`src/rtl/hbm_pkg.sv`:
```
package hbm_pkg;
    typedef enum logic [0:0] {
        EV_QUIET = 1'b0,
        EV_SEND  = 1'b1
    } ev_state_e;
endpackage

```
`src/rtl/hbm_tick_gen.sv`:
```
module hbm_tick_gen #(
    parameter int INTERVAL = 64
) (
    input  logic clk,
    input  logic rst_n,
    output logic tick
);
    localparam int CW = (INTERVAL > 1) ? $clog2(INTERVAL) : 1;

    logic [CW-1:0] cnt_q;

    assign tick = (cnt_q == CW'(INTERVAL - 1));

    always_ff @(posedge clk) begin
        if (!rst_n)    cnt_q <= '0;
        else if (tick) cnt_q <= '0;
        else           cnt_q <= cnt_q + 1'b1;
    end
endmodule

```
`src/rtl/hbm_node_watch.sv`:
```
module hbm_node_watch #(
    parameter int CNT_W  = 16,
    parameter int MISS_W = 4
) (
    input  logic              clk,
    input  logic              rst_n,
    input  logic              tick,
    input  logic              clear,
    input  logic [CNT_W-1:0]  beat,
    input  logic [MISS_W-1:0] limit,
    output logic              failed,
    output logic              declare
);
    logic [CNT_W-1:0]  last_q;
    logic [MISS_W-1:0] miss_q;
    logic              stale;
    logic [MISS_W:0]   miss_inc;

    assign stale    = (beat == last_q);
    assign miss_inc = {1'b0, miss_q} + 1'b1;
    // watching -> failed transition ("declare")
    assign declare  = tick && !failed && !clear && stale && (miss_inc >= {1'b0, limit});

    always_ff @(posedge clk) begin
        if (!rst_n) begin
            last_q <= '0;
            miss_q <= '0;
            failed <= 1'b0;
        end else begin
            if (tick) last_q <= beat;
            if (clear) begin
                failed <= 1'b0;
                miss_q <= '0;
            end else if (tick && !failed) begin
                if (!stale) begin
                    miss_q <= '0;
                end else begin
                    miss_q <= miss_inc[MISS_W-1:0];
                    if (declare) failed <= 1'b1;
                end
            end
        end
    end
endmodule

```
`src/rtl/hbm_event_fanout.sv`:
```
module hbm_event_fanout
    import hbm_pkg::*;
#(
    parameter int N_NODES = 8,
    parameter int IDX_W   = 3
) (
    input  logic                       clk,
    input  logic                       rst_n,
    input  logic [N_NODES-1:0]         new_fail,
    input  logic [N_NODES-1:0]         clear,
    input  logic [N_NODES*N_NODES-1:0] sub_mask,
    output logic                       evt_valid,
    output logic [IDX_W-1:0]           evt_node,
    output logic [N_NODES-1:0]         evt_dest
);
    ev_state_e          state_q, state_d;
    logic [N_NODES-1:0] pending_q, live, grant, dest_c;
    logic [IDX_W-1:0]   pick;
    logic               found;

    assign live = pending_q & ~clear;

    always_comb begin
        pick  = '0;
        found = 1'b0;
        for (int k = N_NODES - 1; k >= 0; k--) begin
            if (live[k]) begin
                pick  = IDX_W'(k);
                found = 1'b1;
            end
        end
        grant = found ? (N_NODES'(1) << pick) : '0;
        for (int j = 0; j < N_NODES; j++) begin
            dest_c[j] = sub_mask[j*N_NODES + int'(pick)] && (j != int'(pick));
        end
    end

    // next state: grant / drain
    always_comb begin
        unique case (state_q)
            EV_QUIET: state_d = found ? EV_SEND : EV_QUIET;
            EV_SEND:  state_d = found ? EV_SEND : EV_QUIET;
            default:  state_d = EV_QUIET;
        endcase
    end

    always_ff @(posedge clk) begin
        if (!rst_n) begin
            state_q   <= EV_QUIET;
            pending_q <= '0;
        end else begin
            state_q   <= state_d;
            pending_q <= (live & ~grant) | new_fail;
        end
    end

    always_ff @(posedge clk) begin
        if (!rst_n) begin
            evt_node <= '0;
            evt_dest <= '0;
        end else begin
            if (found) evt_node <= pick;
            evt_dest <= found ? dest_c : '0;
        end
    end

    assign evt_valid = (state_q == EV_SEND);
endmodule

```
`src/rtl/hb_failure_monitor.sv`:
```
module hb_failure_monitor #(
    parameter int N_NODES  = 8,
    parameter int CNT_W    = 16,
    parameter int MISS_W   = 4,
    parameter int INTERVAL = 64,
    localparam int IDX_W   = (N_NODES > 1) ? $clog2(N_NODES) : 1
) (
    input  logic                       clk,
    input  logic                       rst_n,
    input  logic [N_NODES*CNT_W-1:0]   heartbeat,
    input  logic [MISS_W-1:0]          miss_limit,
    input  logic [N_NODES-1:0]         clear_fail,
    input  logic [N_NODES*N_NODES-1:0] sub_mask,
    output logic [N_NODES-1:0]         fail_status,
    output logic                       evt_valid,
    output logic [IDX_W-1:0]           evt_node,
    output logic [N_NODES-1:0]         evt_dest
);
    logic               tick;
    logic [N_NODES-1:0] declare;

    hbm_tick_gen #(.INTERVAL(INTERVAL)) tick_i (
        .clk  (clk),
        .rst_n(rst_n),
        .tick (tick)
    );

    for (genvar g = 0; g < N_NODES; g++) begin : g_node
        hbm_node_watch #(.CNT_W(CNT_W), .MISS_W(MISS_W)) watch_i (
            .clk    (clk),
            .rst_n  (rst_n),
            .tick   (tick),
            .clear  (clear_fail[g]),
            .beat   (heartbeat[g*CNT_W +: CNT_W]),
            .limit  (miss_limit),
            .failed (fail_status[g]),
            .declare(declare[g])
        );
    end

    hbm_event_fanout #(.N_NODES(N_NODES), .IDX_W(IDX_W)) fan_i (
        .clk      (clk),
        .rst_n    (rst_n),
        .new_fail (declare),
        .clear    (clear_fail),
        .sub_mask (sub_mask),
        .evt_valid(evt_valid),
        .evt_node (evt_node),
        .evt_dest (evt_dest)
    );
endmodule

```
`config.mk`:
```
export PLATFORM = sky130hd
export DESIGN_NAME = hb_failure_monitor
export DESIGN_NICKNAME = d
export VERILOG_FILES = /design/src/rtl/hbm_pkg.sv /design/src/rtl/hbm_tick_gen.sv /design/src/rtl/hbm_node_watch.sv /design/src/rtl/hbm_event_fanout.sv /design/src/rtl/hb_failure_monitor.sv
export SDC_FILE = /design/constraint.sdc
export NUM_CORES = 1
export LEC_CHECK = 0
export ABC_AREA = 1
export BUFFER_PORTS_ARGS = -buffer_cell sky130_fd_sc_hd__clkbuf_2
export CELL_PAD_IN_SITES_DETAIL_PLACEMENT = 0
export CELL_PAD_IN_SITES_GLOBAL_PLACEMENT = 1
export CORE_MARGIN = 1
export CORE_UTILIZATION = 35
export DETAILED_ROUTE_END_ITERATION = 16
export GPL_TIMING_DRIVEN = 0
export PLACE_DENSITY = 0.82
export RECOVER_POWER = 25
export SLEW_MARGIN = 20
export SYNTH_ARGS = -nofsm -noshare
export SYNTH_HDL_FRONTEND = slang
export SYNTH_HIERARCHICAL = 1
export SYNTH_SLANG_ARGS = --single-unit
```
`constraint.sdc`:
```
create_clock -name clk -period 3.2 [get_ports clk]
set_input_delay 0.64 -clock clk [delete_from_list [all_inputs] [get_ports clk]]
set_output_delay 0.64 -clock clk [all_outputs]
set_load 0.05 [all_outputs]
```
==> results of run 1 <==
[layout by cell type, fill, tap and decap left out, types with 4 or more instances in the layout]
| master | synthesis | layout |
|---|---|---|
| sky130_fd_sc_hd__ha_1 | 41 | 41 |
| sky130_fd_sc_hd__nand3_1 | 55 | 55 |
| sky130_fd_sc_hd__nand2_2 | 5 | 5 |
| sky130_fd_sc_hd__o21ai_0 | 131 | 134 |
| sky130_fd_sc_hd__inv_1 | 343 | 343 |
| sky130_fd_sc_hd__dfxtp_1 | 194 | 194 |
| sky130_fd_sc_hd__nand2_4 | 11 | 11 |
| sky130_fd_sc_hd__diode_2 | 0 | 4 |
| sky130_fd_sc_hd__clkbuf_2 | 0 | 196 |
| sky130_fd_sc_hd__xnor2_1 | 9 | 9 |
| sky130_fd_sc_hd__inv_2 | 24 | 24 |
| sky130_fd_sc_hd__clkinv_4 | 0 | 4 |
| sky130_fd_sc_hd__nand3b_1 | 7 | 7 |
| sky130_fd_sc_hd__nor2_2 | 9 | 9 |
| sky130_fd_sc_hd__nor2_1 | 355 | 354 |
| sky130_fd_sc_hd__clkbuf_1 | 25 | 47 |
| sky130_fd_sc_hd__buf_2 | 5 | 5 |
| sky130_fd_sc_hd__clkbuf_16 | 0 | 17 |
| sky130_fd_sc_hd__nor2_4 | 28 | 29 |
| sky130_fd_sc_hd__nand4_1 | 64 | 64 |
| sky130_fd_sc_hd__a21oi_1 | 117 | 117 |
| sky130_fd_sc_hd__nand2_1 | 415 | 415 |
| sky130_fd_sc_hd__o21ai_1 | 15 | 13 |
| sky130_fd_sc_hd__xor2_1 | 16 | 16 |
[sequential cells by signal (all words and copies together) (netlist names)]
register and cells:
g_node.watch_i/miss_q 32, tick_i/cnt_q 6, fan_i/evt_dest 8, g_node.watch_i/failed 8, fan_i/pending_q 8, g_node.watch_i/last_q 128, fan_i/evt_valid 1, fan_i/evt_node 3
[cells by family after synthesis]
kind of cell	after synthesis	share of synthesized area
AOI/OAI and AO/OA	269	0.1171
adders and majority gates	41	0.04388
xor gates and xnor gates	25	0.01873
DFF	194	0.3322
and+or+nand+nor	954	0.3582
buffers and inverters	399	0.1299
[critical path: cells and delay by family]
kind            cells  cell delay [ns]
compound gates      1             0.13
simple gates        4             0.53
buf+inv             3             1.69
[power groups by stage]
| stage | clock network (mW) | logic [mW] | registers [mW] |
|---|---|---|---|
| 4_1_cts | 2.30 | 0.441 | 2.42 |
| 3_5_place_dp | 0 | 0.439 | 2.48 |
| 6_report | 2.21 | 0.434 | 2.42 |
| 5_1_grt | 2.40 | 0.499 | 2.42 |
| 2_1_floorplan | 0 | 0.211 | 2.47 |
| 3_3_place_gp | 0 | 0.429 | 2.47 |
[routing by layer]
metal | global-route usage | wire [µm]
met1 | 0.2235 | 13980
met2 | 0.3081 | 14380
met3 | 0.04900 | 1769
met4 | 0.04893 | 406
met5 | 0 | 13
[final timing paths]
kind                                  end  slack (ns)
max reg2reg            fan_i/pending_q[6]        0.57
min reg2reg             fan_i/evt_node[1]        0.47
max                     fan_i/evt_dest[6]        0.53
min          g_node[0].watch_i/last_q[10]        0.45
[stage by stage]
stage / hold slack (ns) / setup WS [ns] / utilization
global placement: 0.4521 / -1.161 / 0.4077
global route: 0.4299 / 0.2747 / 0.4276
finish: 0.4459 / 0.5257 / 0.4279
floorplan: 0.4412 / 0.5278 / -
detailed placement: 0.4651 / 0.5169 / 0.4102
CTS: 0.4199 / 0.4926 / 0.4286
[cell type report]
type,instances,share of cell area
tap,442,0.03952
clock inverter,11,0.009210
clock buffer,21,0.03362
sequential,194,0.2776
timing repair buffer,220,0.08111
antenna,4,0.0007154
multi-input combinational,1289,0.4497
buffer,32,0.01010
inverter,367,0.09845
==> flow_summary.yaml, run 1 <==
power_and_ir_drop:
  clkPwrFrac: 0.436
  intPower_mw: 3.820
  share_seq_of_total_power: 0.478
  ir_worst_vdd_v: 0.0003406
  power.leakage_nw: 7.259
  switching_share: 0.2447
  switching_power_mw: 1.238
  power.density_nw_per_um2: 361.5
  p_total_mw: 5.058
  p_comb_frac: 0.086
run:
  max_cap_viol_count: 1
clock_network:
  clk_pin_slew_worst_paths_ns: 0.07
  cts_resized: 0
  count_of_clock_tree_sinks: 194
  cts_setup_buffers: 0
  cts_made_buffers: 17
  tritoncts: "yes"
  cts_hold_buf: 0
  cts_root_buf: "sky130_fd_sc_hd__clkbuf_16"
  ctsHtreeMaxLevel: 4
  cts-root-to-sink-buffers: 2
  insertion_delay_ns: 0.44
worst_setup_path:
  endpoint_kind: "flip-flop"
  max_stage_delay_cell_worst_path: "sky130_fd_sc_hd__clkbuf_1"
  critical_path.startpoint: "rst_n"
  rr_startpoint: "tick_i/cnt_q[0]"
  cp_common_cell: "sky130_fd_sc_hd__nor2_1"
  path_max_fanout: 37
  timing.critical_path.from_type: "input pin"
  critical_path.cell_chain: "clkbuf_1 -> buf_12 -> inv_1 -> nor2_4 -> nand2_1 -> nor2_1 -> o21ai_0 -> nor2_1"
  cp_slowest_stage_delay_ns: 1.27
  r2r.worst_path.cells: 13
  timing.critical_path.arrival_ns: 3.03
  setup.worst_path.class: "in2reg"
  crit_required_ns: 3.55
yosys:
  synthDominantAreaCellType: "sky130_fd_sc_hd__dfxtp_1"
  syn_nets: 2129
  synth.top_cells.by_area: "sky130_fd_sc_hd__dfxtp_1, sky130_fd_sc_hd__nand2_1, sky130_fd_sc_hd__nor2_1"
  mappedNetlistArea_um2: 11690
  synth-seq-cells: 194
  synth_flop_cell: "sky130_fd_sc_hd__dfxtp_1"
  async_reset_ff_frac: 0
  yosys.cell_types.count: 29
  yosysSeqAreaShare: 0.3322
  yosysWarnings: 6
  most_used_standard_cells_in_the_synthesized_netlist: "sky130_fd_sc_hd__nand2_1, sky130_fd_sc_hd__nor2_1, sky130_fd_sc_hd__inv_1, sky130_fd_sc_hd__dfxtp_1, sky130_fd_sc_hd__o21ai_0"
  syn-mean-instance-area_um2: 6.212
  syn_inst: 1882
  synthDominantCellAreaShare: 0.3322
  most_common_cell_in_the_netlist: "sky130_fd_sc_hd__nand2_1"
  synth_edf_count: 0
floorplan:
  core_region_area_um2: 32700
  design.portCount: 226
  initial_core_util: 0.3575
  overall_die_area_um2: 34140
  dieHeight_um: 184.8
  die_width_um: 184.8
  core.rowCount: 66
layout:
  seqCellArea_um2: 3884
  multi_input_area_um2: 6292
  num-fill-cells: 3494
  post_layout_cell_count: 2580
  synthToLayoutAreaGrowth_pct: 19.68
  finish.net_count: 2368
  fin_area_um2: 13990
  layout-drive-gt1-share: 0.1490
worst_hold_path:
  hp-class: "in2reg"
  hold_path_startpoint: "heartbeat[10]"
  min_delay_path_depth: 3
drt:
  drtIter0Drc: 478
  routed-via-count: 11580
  detailed_route_wl_mm: 30.56
  remaining_antenna_violation_count_after_routing: 0
  post_drt_via_cell_ratio: 4.488
  wire_per_inst_um: 11.84
  dr.pass1.iters: 4
  drc: 0
outcome:
  failing_checks: "max-capacitance violations, max-slew violations"
  status: "finished with violations"
grt:
  first_global_vias: 10440
  grt_start_max_net_pins: 38
  wire_length_of_the_first_global_routing_pass_mm: 49.53
  grt_antenna_before_repair: 6
  total_overflow_reported_by_the_global_router: 0
  grt_util_all_layers: 0.1812
timing:
  rsz_0062_raised_after_global_routing: "no"
  achievable-frequency_mhz: 373.9
  period_minus_slack_ns: 2.674
  actual_slew_at_the_worst_max_slew_pin_ns: 1.811
  finalHoldViolCount: 0
  timing.final.max_slew_violations: 37
  fin_crit_sh: 0.8357
  finalClockSkew_ns: 0.009931
  timing.setup.tns_ns: 0
  maxSlewHeadroom: -0.2075
  setup_viol: 0
placement:
  hpwl_mm: 23.44
  placement.cell_area_um2: 13420
  placed_cells: 2544
  gp_congestion: 0.8171
  placement.io_buffers: 217
No activity file was read; power rests on OpenSTA's default activity.
==> run 2, diff against run 1 <==
--- a/config.mk
+++ b/config.mk
@@ -10,10 +10,10 @@
 export CELL_PAD_IN_SITES_DETAIL_PLACEMENT = 0
 export CELL_PAD_IN_SITES_GLOBAL_PLACEMENT = 1
 export CORE_MARGIN = 1
-export CORE_UTILIZATION = 35
+export CORE_UTILIZATION = 39
 export DETAILED_ROUTE_END_ITERATION = 16
 export GPL_TIMING_DRIVEN = 0
-export PLACE_DENSITY = 0.82
+export PLACE_DENSITY = 0.86
 export RECOVER_POWER = 25
 export SLEW_MARGIN = 20
 export SYNTH_ARGS = -nofsm -noshare
==> constraint.sdc (replaced) <==
create_clock -name clk -period 2.74 [get_ports clk]
set_input_delay 0.548 -clock clk [delete_from_list [all_inputs] [get_ports clk]]
set_output_delay 0.548 -clock clk [all_outputs]
set_load 0.05 [all_outputs]
==> run 2 against run 1 <==
Compared with the run above: the run now ends clean; first-iteration DRC count up 41%; final area down 0.69%; wire length down 3.8%; largest power group unchanged.
==> flow_summary.yaml, run 2 (synthesis results as in run 1) <==
placement:
  gp_congestion: 0.8125
  hpwl_mm: 22.55
  detailedPlace.worstSlack_ns: 0.5663
  placement.io_buffers: 217
layout:
  regMostFlops: "g_node.watch_i/last_q"
  final_common_cell: "sky130_fd_sc_hd__nand2_1"
  num-fill-cells: 3112
  biggestRegsByFlops: "g_node.watch_i/last_q: 128 flops, g_node.watch_i/miss_q: 32 flops"
  synthToLayoutAreaGrowth_pct: 18.86
  multi_input_area_um2: 6275
  largest_register_ffs: 128
  commonest_non_fill_non_tap_cells_in_the_layout: "sky130_fd_sc_hd__nand2_1, sky130_fd_sc_hd__nor2_1, sky130_fd_sc_hd__inv_1"
  layout-drive-gt1-share: 0.1471
  finish.net_count: 2368
  seqCellArea_um2: 3884
drt:
  post_drt_via_cell_ratio: 4.630
  dr.pass1.iters: 5
  drtIter0Drc: 673
  routed-via-count: 11690
  remaining_antenna_violation_count_after_routing: 0
  drc: 0
  wire_per_inst_um: 11.64
  detailed_route_wl_mm: 29.40
worst_setup_path:
  r2r.worst_path.cells: 12
  timing.critical_path.from_type: "flip-flop"
  crit_buf_inv: 4
  critical_path.startpoint: "tick_i/cnt_q[0]"
  path_max_fanout: 28
  r2r_slack_ns: 0.41
  cp_slowest_stage_delay_ns: 0.40
  critical-path-top-delay-family: "simple AND/OR/NAND/NOR gates"
  crit_required_ns: 3.11
  setup.worst_path.class: "reg2reg"
  rr_startpoint: "tick_i/cnt_q[0]"
  worst_r2r_endpoint: "fan_i/pending_q[3]"
  max_stage_delay_cell_worst_path: "sky130_fd_sc_hd__dfxtp_1"
  cell_depth_of_the_worst_setup_path: 12
  timing.critical_path.arrival_ns: 2.69
  critical_path.cell_chain: "ha_1 -> nand3_1 -> nor2_1 -> buf_12 -> inv_1 -> nor2_4 -> inv_2 -> nor2_2 -> nand4_1 -> inv_1 -> a31oi_1 -> nor2_1"
  critPathCapture: "fan_i/pending_q[3]"
  endpoint_kind: "flip-flop"
clock_network:
  cts_hold_buf: 0
  insertion_delay_ns: 0.44
  tritoncts: "yes"
  cts_setup_buffers: 0
  count_of_clock_tree_sinks: 194
  cts_made_buffers: 17
  cts_resized: 0
  cts_root_buf: "sky130_fd_sc_hd__clkbuf_16"
  clk_pin_slew_worst_paths_ns: 0.08
  ctsHtreeMaxLevel: 4
  cts-root-to-sink-buffers: 2
timing:
  finalClockSkew_ns: 0.01565
  achievable-frequency_mhz: 429.9
  rsz_0062_raised_after_global_routing: "no"
  period_minus_slack_ns: 2.326
  fin_crit_sh: 0.8489
  timing.final.max_slew_violations: 0
  finalHoldViolCount: 0
  maxSlewHeadroom: 0.4438
  actual_slew_at_the_worst_max_slew_pin_ns: 0.8343
  setup_viol: 0
  worst_slack_ns: 0.4140
grt:
  grt_util_all_layers: 0.1962
  grt_start_max_net_pins: 36
  first_global_vias: 10760
  wire_length_of_the_first_global_routing_pass_mm: 49.58
  grt_antenna_before_repair: 3
  total_overflow_reported_by_the_global_router: 0
power_and_ir_drop:
  power.leakage_nw: 7.261
  power.density_nw_per_um2: 429.8
  ir_worst_vdd_v: 0.0003382
  p_total_mw: 5.972
floorplan:
  initial_core_util: 0.3955
  dieHeight_um: 175.1
  overall_die_area_um2: 30670
  core_region_area_um2: 29560
  design.portCount: 226
  die_width_um: 175.1
  core.rowCount: 63
run:
  max_cap_viol_count: 0
worst_hold_path:
  hp-class: "in2reg"
outcome:
  status: "finished clean"
[run 2: cell count changes in the layout (fill, tap and decap cells not counted), sizes merged]
cell / delta
clkinvlp: -1
inv: +7
clkbuf: -3
clkinv: -3
diode: -3
[run 2: worst min-delay path, delay by kind of cell]
family	cells	cell delay, ns
buffers and inverters	2	0.15
AOI/OAI and AO/OA	1	0.06
[run 2: layout make-up]
cell class                      instances  area share
Multi-Input combinational cell       1289      0.4516
Sequential cell                       194      0.2795
Antenna cell                            1   0.0001801
Timing Repair Buffer                  220     0.08068
Clock inverter                         14     0.01207
Clock buffer                           18     0.03160
Tap cell                              390     0.03512
Inverter                              367     0.09914
Buffer                                 32     0.01017
[run 2: metal layers]
layer	wire length [µm]	vias to the layer above	track usage
li1	-	6303	-
met4	417	4	0.05362
met5	23	-	0
met3	1315	34	0.04134
met2	13820	186	0.3388
met1	13820	5164	0.2452
[run 2: how the worst min path moves through the flow]
stage	start	end	slack [ns]	depth (start not counted)
after floorplan	tick_i/cnt_q[0]	tick_i/cnt_q[0]	0.44	1
after global placement	fan_i/evt_node[1]	fan_i/evt_node[1]	0.45	2
after detailed placement	fan_i/evt_node[0]	fan_i/evt_node[0]	0.46	2
after CTS	heartbeat[31]	g_node[1].watch_i/last_q[15]	0.33	3
after global routing	heartbeat[64]	g_node[4].watch_i/last_q[0]	0.34	3
final	heartbeat[72]	g_node[4].watch_i/last_q[8]	0.35	3
[run 2: through the flow]
| step | utilization | area (µm²) | cells | hold slack (ns) | setup TNS, ns |
|---|---|---|---|---|---|
| after floorplan | - | 11690 | 1882 | 0.4412 | 0 |
| after global placement | 0.4488 | 13270 | 2489 | 0.4510 | -177.88 |
| after detailed placement | 0.4511 | 13340 | 2492 | 0.4613 | 0 |
| after CTS | 0.4717 | 13940 | 2524 | 0.3272 | 0 |
| after global routing | 0.4700 | 13890 | 2524 | 0.3401 | 0 |
| final | 0.4701 | 13900 | 2525 | 0.3540 | 0 |
[run 2: report_power, final]
group	internal [mW]	switching, mW
combinational	0.215	0.291
clock	1.41	1.23
sequential	2.82	0.00393
total	4.44	1.53
==> run 3, diff against run 2 <==
--- a/config.mk
+++ b/config.mk
@@ -10,10 +10,10 @@
 export CELL_PAD_IN_SITES_DETAIL_PLACEMENT = 0
 export CELL_PAD_IN_SITES_GLOBAL_PLACEMENT = 1
 export CORE_MARGIN = 1
-export CORE_UTILIZATION = 39
+export CORE_UTILIZATION = 35
 export DETAILED_ROUTE_END_ITERATION = 16
 export GPL_TIMING_DRIVEN = 0
-export PLACE_DENSITY = 0.86
+export PLACE_DENSITY = 0.82
 export RECOVER_POWER = 25
 export SLEW_MARGIN = 20
 export SYNTH_ARGS = -nofsm -noshare
==> constraint.sdc (replaced) <==
create_clock -name clk -period 2 [get_ports clk]
set_input_delay 0.4 -clock clk [delete_from_list [all_inputs] [get_ports clk]]
set_output_delay 0.4 -clock clk [all_outputs]
set_load 0.05 [all_outputs]
==> run 3 against run 2 <==
Compared with the run above: sequential share of layout area fell by 0.72 points; fmax rose by 20%; critical endpoint is now fan_i/pending_q[4]; combinational power rose by 39%.
==> flow_summary.yaml, run 3 (synthesis results as in run 1) <==
outcome:
  status: "finished clean"
clock_network:
  ctsHtreeMaxLevel: 4
  insertion_delay_ns: 0.44
  cts_made_buffers: 17
  count_of_clock_tree_sinks: 194
  cts_root_buf: "sky130_fd_sc_hd__clkbuf_16"
  tritoncts: "yes"
  cts_hold_buf: 0
  clk_pin_slew_worst_paths_ns: 0.07
  cts-root-to-sink-buffers: 2
timing:
  maxSlewHeadroom: 0.5100
  setup_viol: 0
  finalHoldViolCount: 0
  finalClockSkew_ns: 0.009271
  achievable-frequency_mhz: 515.3
  period_minus_slack_ns: 1.940
  fin_crit_sh: 0.9702
  actual_slew_at_the_worst_max_slew_pin_ns: 0.7382
  rsz_0062_raised_after_global_routing: "yes"
  timing.final.max_slew_violations: 0
drt:
  remaining_antenna_violation_count_after_routing: 0
  detailed_route_wl_mm: 31.37
  post_drt_via_cell_ratio: 4.551
  dr.pass1.iters: 5
  routed-via-count: 11830
  wire_per_inst_um: 12.07
  drtIter0Drc: 449
  drc: 0
floorplan:
  initial_core_util: 0.3575
  core_region_area_um2: 32700
  overall_die_area_um2: 34140
  design.portCount: 226
  dieHeight_um: 184.8
  core.rowCount: 66
  die_width_um: 184.8
layout:
  synthToLayoutAreaGrowth_pct: 22.58
  finish.net_count: 2390
  fin_area_um2: 14330
  num-fill-cells: 3437
  post_layout_cell_count: 2599
  commonest_non_fill_non_tap_cells_in_the_layout: "sky130_fd_sc_hd__nand2_1, sky130_fd_sc_hd__nor2_1, sky130_fd_sc_hd__inv_1"
  layout-drive-gt1-share: 0.1628
  final_core_util: 0.4382
  largest_register_ffs: 128
  biggestRegsByFlops: "g_node.watch_i/last_q: 128 flops, g_node.watch_i/miss_q: 32 flops"
  final_common_cell: "sky130_fd_sc_hd__nand2_1"
  regMostFlops: "g_node.watch_i/last_q"
power_and_ir_drop:
  switching_share: 0.2399
  power.leakage_nw: 7.403
  share_seq_of_total_power: 0.466
  power.density_nw_per_um2: 579.0
  ir_worst_vdd_v: 0.0005645
  p_comb_frac: 0.085
  switching_power_mw: 1.991
  clkPwrFrac: 0.449
  intPower_mw: 6.307
worst_setup_path:
  cp_slowest_stage_delay_ns: 0.38
  path_max_fanout: 9
  critical_path.cell_chain: "ha_4 -> nand3_4 -> nor2_4 -> clkbuf_16 -> buf_16 -> inv_6 -> nor2_4 -> inv_2 -> nor2_2 -> nand4_1 -> inv_1 -> inv_1 -> a21oi_1"
  worst_r2r_endpoint: "fan_i/pending_q[4]"
  endpoint_kind: "flip-flop"
  r2r_slack_ns: 0.06
  timing.critical_path.from_type: "flip-flop"
  rr_startpoint: "tick_i/cnt_q[0]"
  crit_required_ns: 2.37
  timing.critical_path.arrival_ns: 2.31
  max_stage_delay_cell_worst_path: "sky130_fd_sc_hd__dfxtp_4"
  setup.worst_path.class: "reg2reg"
  r2r.worst_path.cells: 13
run:
  max_cap_viol_count: 0
placement:
  hpwl_mm: 23.40
  placement.cell_area_um2: 13460
  gp_congestion: 0.8313
  placement.io_buffers: 217
  placed_cells: 2544
grt:
  grt_util_all_layers: 0.1832
  grt_start_max_net_pins: 42
  first_global_vias: 10660
  grt_antenna_before_repair: 4
  wire_length_of_the_first_global_routing_pass_mm: 50.00
  total_overflow_reported_by_the_global_router: 0
worst_hold_path:
  timing.hold.worst_endpoint: "g_node[6].watch_i/last_q[8]"
  hp-class: "in2reg"
  hold_path_startpoint: "heartbeat[104]"
  min_delay_path_depth: 3
run 3: cell count changes in the layout (fill, tap and decap cells not counted), moves of 4 or more:
| cell | previous run | this run |
|---|---|---|
| sky130_fd_sc_hd__inv_2 | 21 | 15 |
| sky130_fd_sc_hd__dfxtp_4 | 0 | 4 |
| sky130_fd_sc_hd__inv_4 | 0 | 6 |
| sky130_fd_sc_hd__buf_4 | 0 | 17 |
| sky130_fd_sc_hd__dfxtp_1 | 194 | 187 |
run 3: worst max-delay path by stage:
stage	from	end	slack, ns
finish	tick_i/cnt_q[0]	fan_i/pending_q[4]	0.06
global route	tick_i/cnt_q[0]	fan_i/pending_q[4]	-0.04
CTS	tick_i/cnt_q[0]	fan_i/pending_q[6]	0.008
detailed placement	tick_i/cnt_q[0]	fan_i/pending_q[4]	-0.50
global placement	tick_i/cnt_q[0]	fan_i/pending_q[2]	-1.12
floorplan	tick_i/cnt_q[1]	fan_i/pending_q[1]	-0.18
run 3: cell type report:
type / count / area (µm²) / share of cell area
repair buffers: 242 / 1351 / 0.09429
multi-input cells: 1289 / 6345 / 0.4427
well taps: 442 / 553.0 / 0.03859
flip-flops and latches: 194 / 3902 / 0.2723
diodes: 1 / 2.502 / 0.0001746
inverters: 367 / 1408 / 0.09822
clock buffers: 21 / 450.4 / 0.03143
plain buffers: 32 / 141.4 / 0.009866
clock inverters: 11 / 177.7 / 0.01240
run 3: metal layers:
metal / global-route usage / vias up / share of wire
met2: 0.3155 / 191 / 0.48
met5: 0 / - / 0.00083
met1: 0.2234 / 5254 / 0.45
li1: - / 6347 / -
met4: 0.04529 / 4 / 0.012
met3: 0.05098 / 32 / 0.055
run 3: stage by stage:
step	power, mW	TNS (ns)	hold slack (ns)	worst slack [ns]
final	8.298	0	0.2085	0.05952
after global routing	8.696	-0.1395	0.1898	-0.03602
after CTS	8.460	0	0.1776	0.008374
after detailed placement	4.668	-29.97	0.4614	-0.5039
after global placement	4.651	-144.98	0.4540	-1.118
after floorplan	4.302	-2.043	0.4415	-0.1813
run 3: worst max-delay path, delay by kind of cell (launching register included):
family,cells,cell delay (ns)
flip-flops,1,0.38
AND/OR/NAND/NOR,5,0.60
buffers and inverters,6,0.61
AO/OA/AOI/OAI,1,0.12
adder cells (fa/ha/maj),1,0.15
run 3: power groups by stage:
| stage | combinational (mW) | sequential [mW] | clock [mW] |
|---|---|---|---|
| finish | 0.703 | 3.87 | 3.73 |
| global route | 0.803 | 3.87 | 4.02 |
| CTS | 0.708 | 3.87 | 3.88 |
| detailed placement | 0.705 | 3.96 | 0 |
| global placement | 0.688 | 3.96 | 0 |
| floorplan | 0.340 | 3.96 | 0 |
run 3: repair_timing:
action,in CTS,in global routing
setup endpoints to repair,130,16
gates cloned,1,1
pin swaps,1,13
gates resized for setup,2,24
buffers inserted,6,14
